<file path="config.mk">
export PLATFORM = sky130hd
export DESIGN_NAME = gpio_ioc_port
export DESIGN_NICKNAME = d
export VERILOG_FILES = /design/src/rtl/gpio_ioc_pkg.sv /design/src/rtl/gpio_sync.sv /design/src/rtl/gpio_regs.sv /design/src/rtl/gpio_chg.sv /design/src/rtl/gpio_ioc_port.sv
export SDC_FILE = /design/constraint.sdc
export NUM_CORES = 1
export LEC_CHECK = 0
export CAP_MARGIN = 20
export CORE_ASPECT_RATIO = 2
export CORE_MARGIN = 2
export CORE_UTILIZATION = 47
export DETAILED_ROUTE_END_ITERATION = 16
export PLACE_DENSITY = 0.84
export SLEW_MARGIN = 20
export SYNTH_ARGS = -nofsm -noshare
export SYNTH_HDL_FRONTEND = slang
export SYNTH_SLANG_ARGS = --single-unit
</file>
<file path="constraint.sdc">
create_clock -name clk -period 1.9 [get_ports clk]
set_input_delay 0.38 -clock clk [delete_from_list [all_inputs] [get_ports clk]]
set_output_delay 0.38 -clock clk [all_outputs]
set_load 0.05 [all_outputs]
</file>
<file path="src/rtl/gpio_ioc_pkg.sv">
package gpio_ioc_pkg;
  localparam int unsigned PORT_W   = 8;
  localparam int unsigned WATCH_LO = 4;

  // Masked bits take new_v, the rest keep base_v.
  function automatic logic [PORT_W-1:0] merge_bits(input logic [PORT_W-1:0] new_v,
                                                   input logic [PORT_W-1:0] base_v,
                                                   input logic [PORT_W-1:0] mask);
    return (new_v & mask) | (base_v & ~mask);
  endfunction

  // Any watched input that differs from the snapshot.
  function automatic logic watch_diff(input logic [PORT_W-WATCH_LO-1:0] pins,
                                      input logic [PORT_W-WATCH_LO-1:0] snap,
                                      input logic [PORT_W-WATCH_LO-1:0] is_in);
    return |((pins ^ snap) & is_in);
  endfunction
endpackage

</file>
<file path="src/rtl/gpio_sync.sv">
module gpio_sync #(
  parameter int unsigned W      = 8,
  parameter int unsigned STAGES = 2
) (
  input  logic         clk,
  input  logic         rst_n,
  input  logic [W-1:0] d_in,
  output logic [W-1:0] d_out
);
  logic [W-1:0] stage_q [STAGES];

  for (genvar s = 0; s < STAGES; s++) begin : g_stage
    if (s == 0) begin : g_first
      always_ff @(posedge clk or negedge rst_n) begin
        if (!rst_n) stage_q[s] <= '0;
        else        stage_q[s] <= d_in;
      end
    end else begin : g_next
      always_ff @(posedge clk or negedge rst_n) begin
        if (!rst_n) stage_q[s] <= '0;
        else        stage_q[s] <= stage_q[s-1];
      end
    end
  end

  assign d_out = stage_q[STAGES-1];
endmodule

</file>
<file path="src/rtl/gpio_regs.sv">
module gpio_regs
  import gpio_ioc_pkg::*;
(
  input  logic              clk,
  input  logic              rst_n,
  input  logic              data_wr,
  input  logic              dir_wr,
  input  logic              data_rd,
  input  logic [PORT_W-1:0] wmask,
  input  logic [PORT_W-1:0] wdata,
  input  logic [PORT_W-1:0] pins,
  output logic [PORT_W-1:0] latch_q,
  output logic [PORT_W-1:0] dir_q,
  output logic [PORT_W-WATCH_LO-1:0] snap_q
);
  always_ff @(posedge clk or negedge rst_n) begin
    if (!rst_n) begin
      latch_q <= '0;
      dir_q   <= '1;
      snap_q  <= '0;
    end else begin
      if (data_wr) latch_q <= merge_bits(wdata, pins, wmask);
      if (dir_wr)  dir_q   <= merge_bits(wdata, dir_q, wmask);
      if (data_rd) snap_q  <= pins[PORT_W-1:WATCH_LO];
    end
  end
endmodule

</file>
<file path="src/rtl/gpio_chg.sv">
module gpio_chg
  import gpio_ioc_pkg::*;
(
  input  logic              clk,
  input  logic              rst_n,
  input  logic [PORT_W-1:0] pins,
  input  logic [PORT_W-1:0] dir,
  input  logic [PORT_W-WATCH_LO-1:0] snap,
  input  logic              clr,
  output logic              hit,
  output logic              flag_q
);
  assign hit = watch_diff(pins[PORT_W-1:WATCH_LO], snap, dir[PORT_W-1:WATCH_LO]);

  always_ff @(posedge clk or negedge rst_n) begin
    if (!rst_n)   flag_q <= 1'b0;
    else if (clr) flag_q <= 1'b0;
    else if (hit) flag_q <= 1'b1;
  end
endmodule

</file>
<file path="src/rtl/gpio_ioc_port.sv">
module gpio_ioc_port
  import gpio_ioc_pkg::*;
#(
  parameter int unsigned SYNC_STAGES = 2
) (
  input  logic              clk,
  input  logic              rst_n,
  input  logic              bus_sel,
  input  logic              bus_we,
  input  logic [PORT_W-1:0] bus_wmask,
  input  logic [PORT_W-1:0] bus_wdata,
  input  logic              bus_re,
  output logic [PORT_W-1:0] bus_rdata,
  input  logic [PORT_W-1:0] pad_in,
  output logic [PORT_W-1:0] pad_out,
  output logic [PORT_W-1:0] pad_oe,
  output logic              irq_flag,
  input  logic              irq_clr
);
  logic [PORT_W-1:0] pins_s;
  logic [PORT_W-1:0] latch_q, dir_q;
  logic [PORT_W-WATCH_LO-1:0] snap_q;
  logic data_wr, dir_wr, data_rd, chg_hit;

  assign data_wr = bus_we && !bus_sel;
  assign dir_wr  = bus_we &&  bus_sel;
  assign data_rd = bus_re && !bus_sel;

  gpio_sync #(.W(PORT_W), .STAGES(SYNC_STAGES)) u_sync (
    .clk(clk), .rst_n(rst_n), .d_in(pad_in), .d_out(pins_s));

  gpio_regs u_regs (
    .clk(clk), .rst_n(rst_n), .data_wr(data_wr), .dir_wr(dir_wr), .data_rd(data_rd),
    .wmask(bus_wmask), .wdata(bus_wdata), .pins(pins_s),
    .latch_q(latch_q), .dir_q(dir_q), .snap_q(snap_q));

  gpio_chg u_chg (
    .clk(clk), .rst_n(rst_n), .pins(pins_s), .dir(dir_q), .snap(snap_q),
    .clr(irq_clr), .hit(chg_hit), .flag_q(irq_flag));

  assign bus_rdata = bus_sel ? dir_q : pins_s;
  assign pad_out   = latch_q;
  assign pad_oe    = ~dir_q;
endmodule

</file>
======== Word-level counts from Yosys, hierarchy flattened ========
Cells that the tools add are included.
storage, ports and cells
  flip-flop bits (word level) ............. 37
  input port bits ......................... 30
  word-level logic and storage cells ...... 24
operators by class
  multiplexer cells ....................... 3
  bitwise operators ....................... 9
  reduce and logical (&&, ||, !) cells .... 6
operators by type and width
  operator            count
  8-bit AND           3
  8-bit NOT           2
  8-bit bitwise OR    2
  8-bit 2-to-1 mux    1
  4-bit AND           1
  4-bit OR reduction  1
  4-bit bitwise XOR   1
  1-bit logical AND   3
  1-bit 2-to-1 mux    2
  2-bit nonzero test  1
  1-bit zero test     1

======== Depth between registers and ports, before layout ========
Gate-level depths: netlist of run 1.
  word-level depth ........................ 5
  gate-level depth with buffers ........... 5
  depth with buffers taken out ............ 3

======== Hierarchy ========
From an unflattened synthesis of run 1, not the netlist that was laid out.
second synthesis, totals
  cells, all modules ...................... 121
  area, all modules ....................... 1614.0 um2
modules (own cells, without submodules)
  module         instances  cells each  area each (um2)
  gpio_regs      1          67          882.1
  gpio_sync      1          24          460.4
  gpio_ioc_port  1          20          182.7
  gpio_chg       1          10          88.8

======== Least setup slack after synthesis of run 1 ========
No wires, ideal clock.
  path type ............................... input port to output port
  from .................................... input port bus_sel
  to ...................................... output port bus_rdata[0]
  data arrival time ....................... 0.982 ns
  required time ........................... 1.520 ns
  path slack .............................. 0.538 ns
  cell stages on the path ................. 2
  buffers on the path ..................... 1
  cells stage by stage .................... buf_4 -> mux2_2
between the ends
  word-level cells in the longest chain between the ends .. 1
ends and longest elaborated chain
  what                RTL line             text
  start: declaration  gpio_ioc_port.sv:8   input logic bus_sel,
  8-bit 2-to-1 mux    gpio_ioc_port.sv:41  assign bus_rdata = bus_sel ? dir_q : pins_s;
  end: declaration    gpio_ioc_port.sv:13  output logic [PORT_W-1:0] bus_rdata,
No other way between the ends.

======== Worst setup path in the final report of run 1 ========
Same ends and word-level chain as after synthesis.

==> impl_metrics.json, run 1 <==
{
  "endpoint": "bus_rdata[0]",
  "die_y_um": 84.27,
  "avgSynthCellArea_um2": 13.76,
  "clkTransAtPathRegs_ns": 0.07,
  "cts_hold_buf": 0,
  "grt_max_degree": 38,
  "status": "complete, no violations",
  "synthCells": 110,
  "clock_path_buffers": 2,
  "rsz0062_at_grt": "no",
  "initial_core_util": 0.4852,
  "drt-initial-drc-count": 16,
  "cts_root_buf": "clkbuf_8",
  "yosys.area.top_type_share": 0.4793,
  "fin_crit_ns": 1.826,
  "gp_routability_congestion": 0.7452,
  "row_count": 29,
  "fin_cells": 205,
  "maxSlewViolCount": 0,
  "critical_path_class": "primary input to primary output",
  "yosysWarnings": 0,
  "period_share": 0.9610,
  "die_area_um2": 3719,
  "hold_violations": 0,
  "total_power_mw": 2.244,
  "timing.fmax_mhz": 547.7,
  "grt_pass1_wl_um": 5340,
  "worstPathMaxFanout": 5,
  "place_ws_ns": -0.05206,
  "max_cap_violations": 0,
  "max_slew_margin": 0.6498,
  "htreeDepth": 2,
  "antenna_found_initial": 0,
  "placedCellCount": 196,
  "dieWidth_um": 44.13,
  "drt_pre_antenna_iters": 4,
  "cts-buffers-inserted": 5,
  "drcViolationCount": 0,
  "power.density_nw_per_um2": 1021,
  "postLayoutCellArea_um2": 2197,
  "area_growth_pct": 45.12,
  "r2r_cells": 3,
  "ys_ff_latch": 37,
  "nNetsFinal": 203,
  "r2r_end": "u_chg.flag_q",
  "yosysSeqAreaShare": 0.6182,
  "crit_required_ns": 1.52,
  "place_area_um2": 2082,
  "routed_wirelength_um": 3203,
  "min_path_type": "primary input to async pin",
  "core_area_um2": 3120,
  "crit_path_max_incr_delay_ns": 0.32,
  "synth_area_um2": 1514,
  "synth_area_leaders": "dfrtp_1 (48%), dfstp_2 (14%), mux2_2 (8.9%)",
  "p_leak_nw": 1.040,
  "worstPathArrival_ns": 1.45,
  "portBuffers": 54,
  "diodes": 0,
  "setup_viol": 0,
  "fin_ws_ns": 0.07409,
  "startpoint": "bus_sel",
  "tightest_slew_ns": 0.5274,
  "worst_path_max_delay_cell": "mux2_2",
  "ios": 55,
  "avgRoutedWirePerCell_um": 15.62,
  "syn_nets": 140,
  "insertion_delay_ns": 0.29,
  "worstSetupStartpointType": "primary input",
  "drive_gt1_frac": 0.2989,
  "num_vias": 1040,
  "clock_skew_ns": 0.006377,
  "r2r-start": "u_sync.d_out[6]",
  "grt_pass1_vias": 1116,
  "hpwl_um": 2371,
  "drt-vias-per-instance": 5.073,
  "grt_util_all_layers": 0.2005,
  "ant_nets": 0,
  "synth_area_leader_cell": "dfrtp_1",
  "r2r_slack_ns": 0.65,
  "cts.sinks": 37,
  "yosysUniqueCellTypes": 16,
  "crit_path_end_kind": "primary output",
  "grt-ovfl-total": 0,
  "fin_setup_tns_ns": 0,
  "cp_cell_sequence": "dlygate4sd2_1, bufbuf_16, mux2_2, buf_4",
  "cts_tree": "built",
  "vdd_drop_max_v": 0.0007335
}
## Yosys cell counts
cell type	instances
a21oi_1	2
a222oi_1	1
and2_1	1
buf_2	1
buf_4	1
buf_6	1
dfrtp_1	29
dfstp_2	8
inv_1	8
mux2_2	12
mux2_4	8
mux2i_1	8
nand2_1	16
nand2b_4	2
o21ai_0	8
xor2_1	4
## where the power goes
part / internal (mW) / total (mW) / switching, mW
sequential: 0.903 / 0.971 / 0.0678
combinational: 0.285 / 0.724 / 0.440
clock: 0.295 / 0.549 / 0.253
## logic make-up (layout without fill, tap and decap cells)
kind of cell              Yosys count  count (layout)  synth area share
AOI/OAI and AO/OA                  11              11           0.03967
buffers and inverters              11              75           0.03554
xor gates and xnor gates            4               4           0.02314
DFF                                37              37            0.6182
muxes                              28              28            0.2215
and+or+nand+nor                    19              19           0.06199
## metal layers
metal	vias to the layer above	track usage	share of wire
met5	-	0	0
met3	12	0.04516	0.061
li1	488	-	-
met1	497	0.2165	0.35
met4	0	0.1240	0.041
met2	43	0.3369	0.54
## worst min path at each step
stage                             startpoint            endpoint  slack, ns
final                                  rst_n   u_regs.latch_q[2]       0.12
after global routing                   rst_n  u_sync.stage_q[11]       0.16
after CTS                              rst_n   u_regs.latch_q[4]       0.13
after detailed placement  u_sync.stage_q[15]     u_sync.d_out[7]       0.34
after global placement    u_sync.stage_q[12]     u_sync.d_out[4]       0.33
after floorplan                        rst_n        u_chg.flag_q       0.08
## placed cells by master, fill, tap and decap left out, types with 2 or more instances in the layout
cell              n
clkbuf_8          6
dfrtp_1          29
mux2_4            8
nand2b_4          2
nand2_1          16
clkbuf_1          2
a21oi_1           2
dlygate4sd2_1     9
xor2_1            4
clkdlybuf4s50_1  34
dfstp_2           8
o21ai_0           8
mux2i_1           8
inv_1             8
mux2_2           12
buf_4            12
## layout make-up
class	count	area (µm²)
Sequential cell	37	935.9
Fill cell	232	923.4
Timing Repair Buffer	59	578.1
Multi-Input combinational cell	62	524.3
Clock buffer	8	90.09
Tap cell	31	38.79
Inverter	8	30.03
## stage by stage
step	hold WS [ns]	utilization
floorplan	0.08441	-
global placement	0.3328	0.6672
detailed placement	0.3364	0.6672
CTS	0.1312	0.7041
global route	0.1607	0.7041
finish	0.1181	0.7041
## critical path: cells and delay by family
kind	cells	cell delay (ns)
buf+inv	3	0.75
mux	1	0.32
## timing repair
item	4_1_cts	5_1_grt
setup endpoints to repair	16	0
gates resized for setup	10	0
buffers inserted	0	0
(Power assumes the default switching activity.)
==> inputs of run 2 (changes only) <==
- HOLD_SLACK_MARGIN: not set -> 0.12
==> results of run 2 <==
The final DEF is identical to that of run 1; final timing and power are the same.
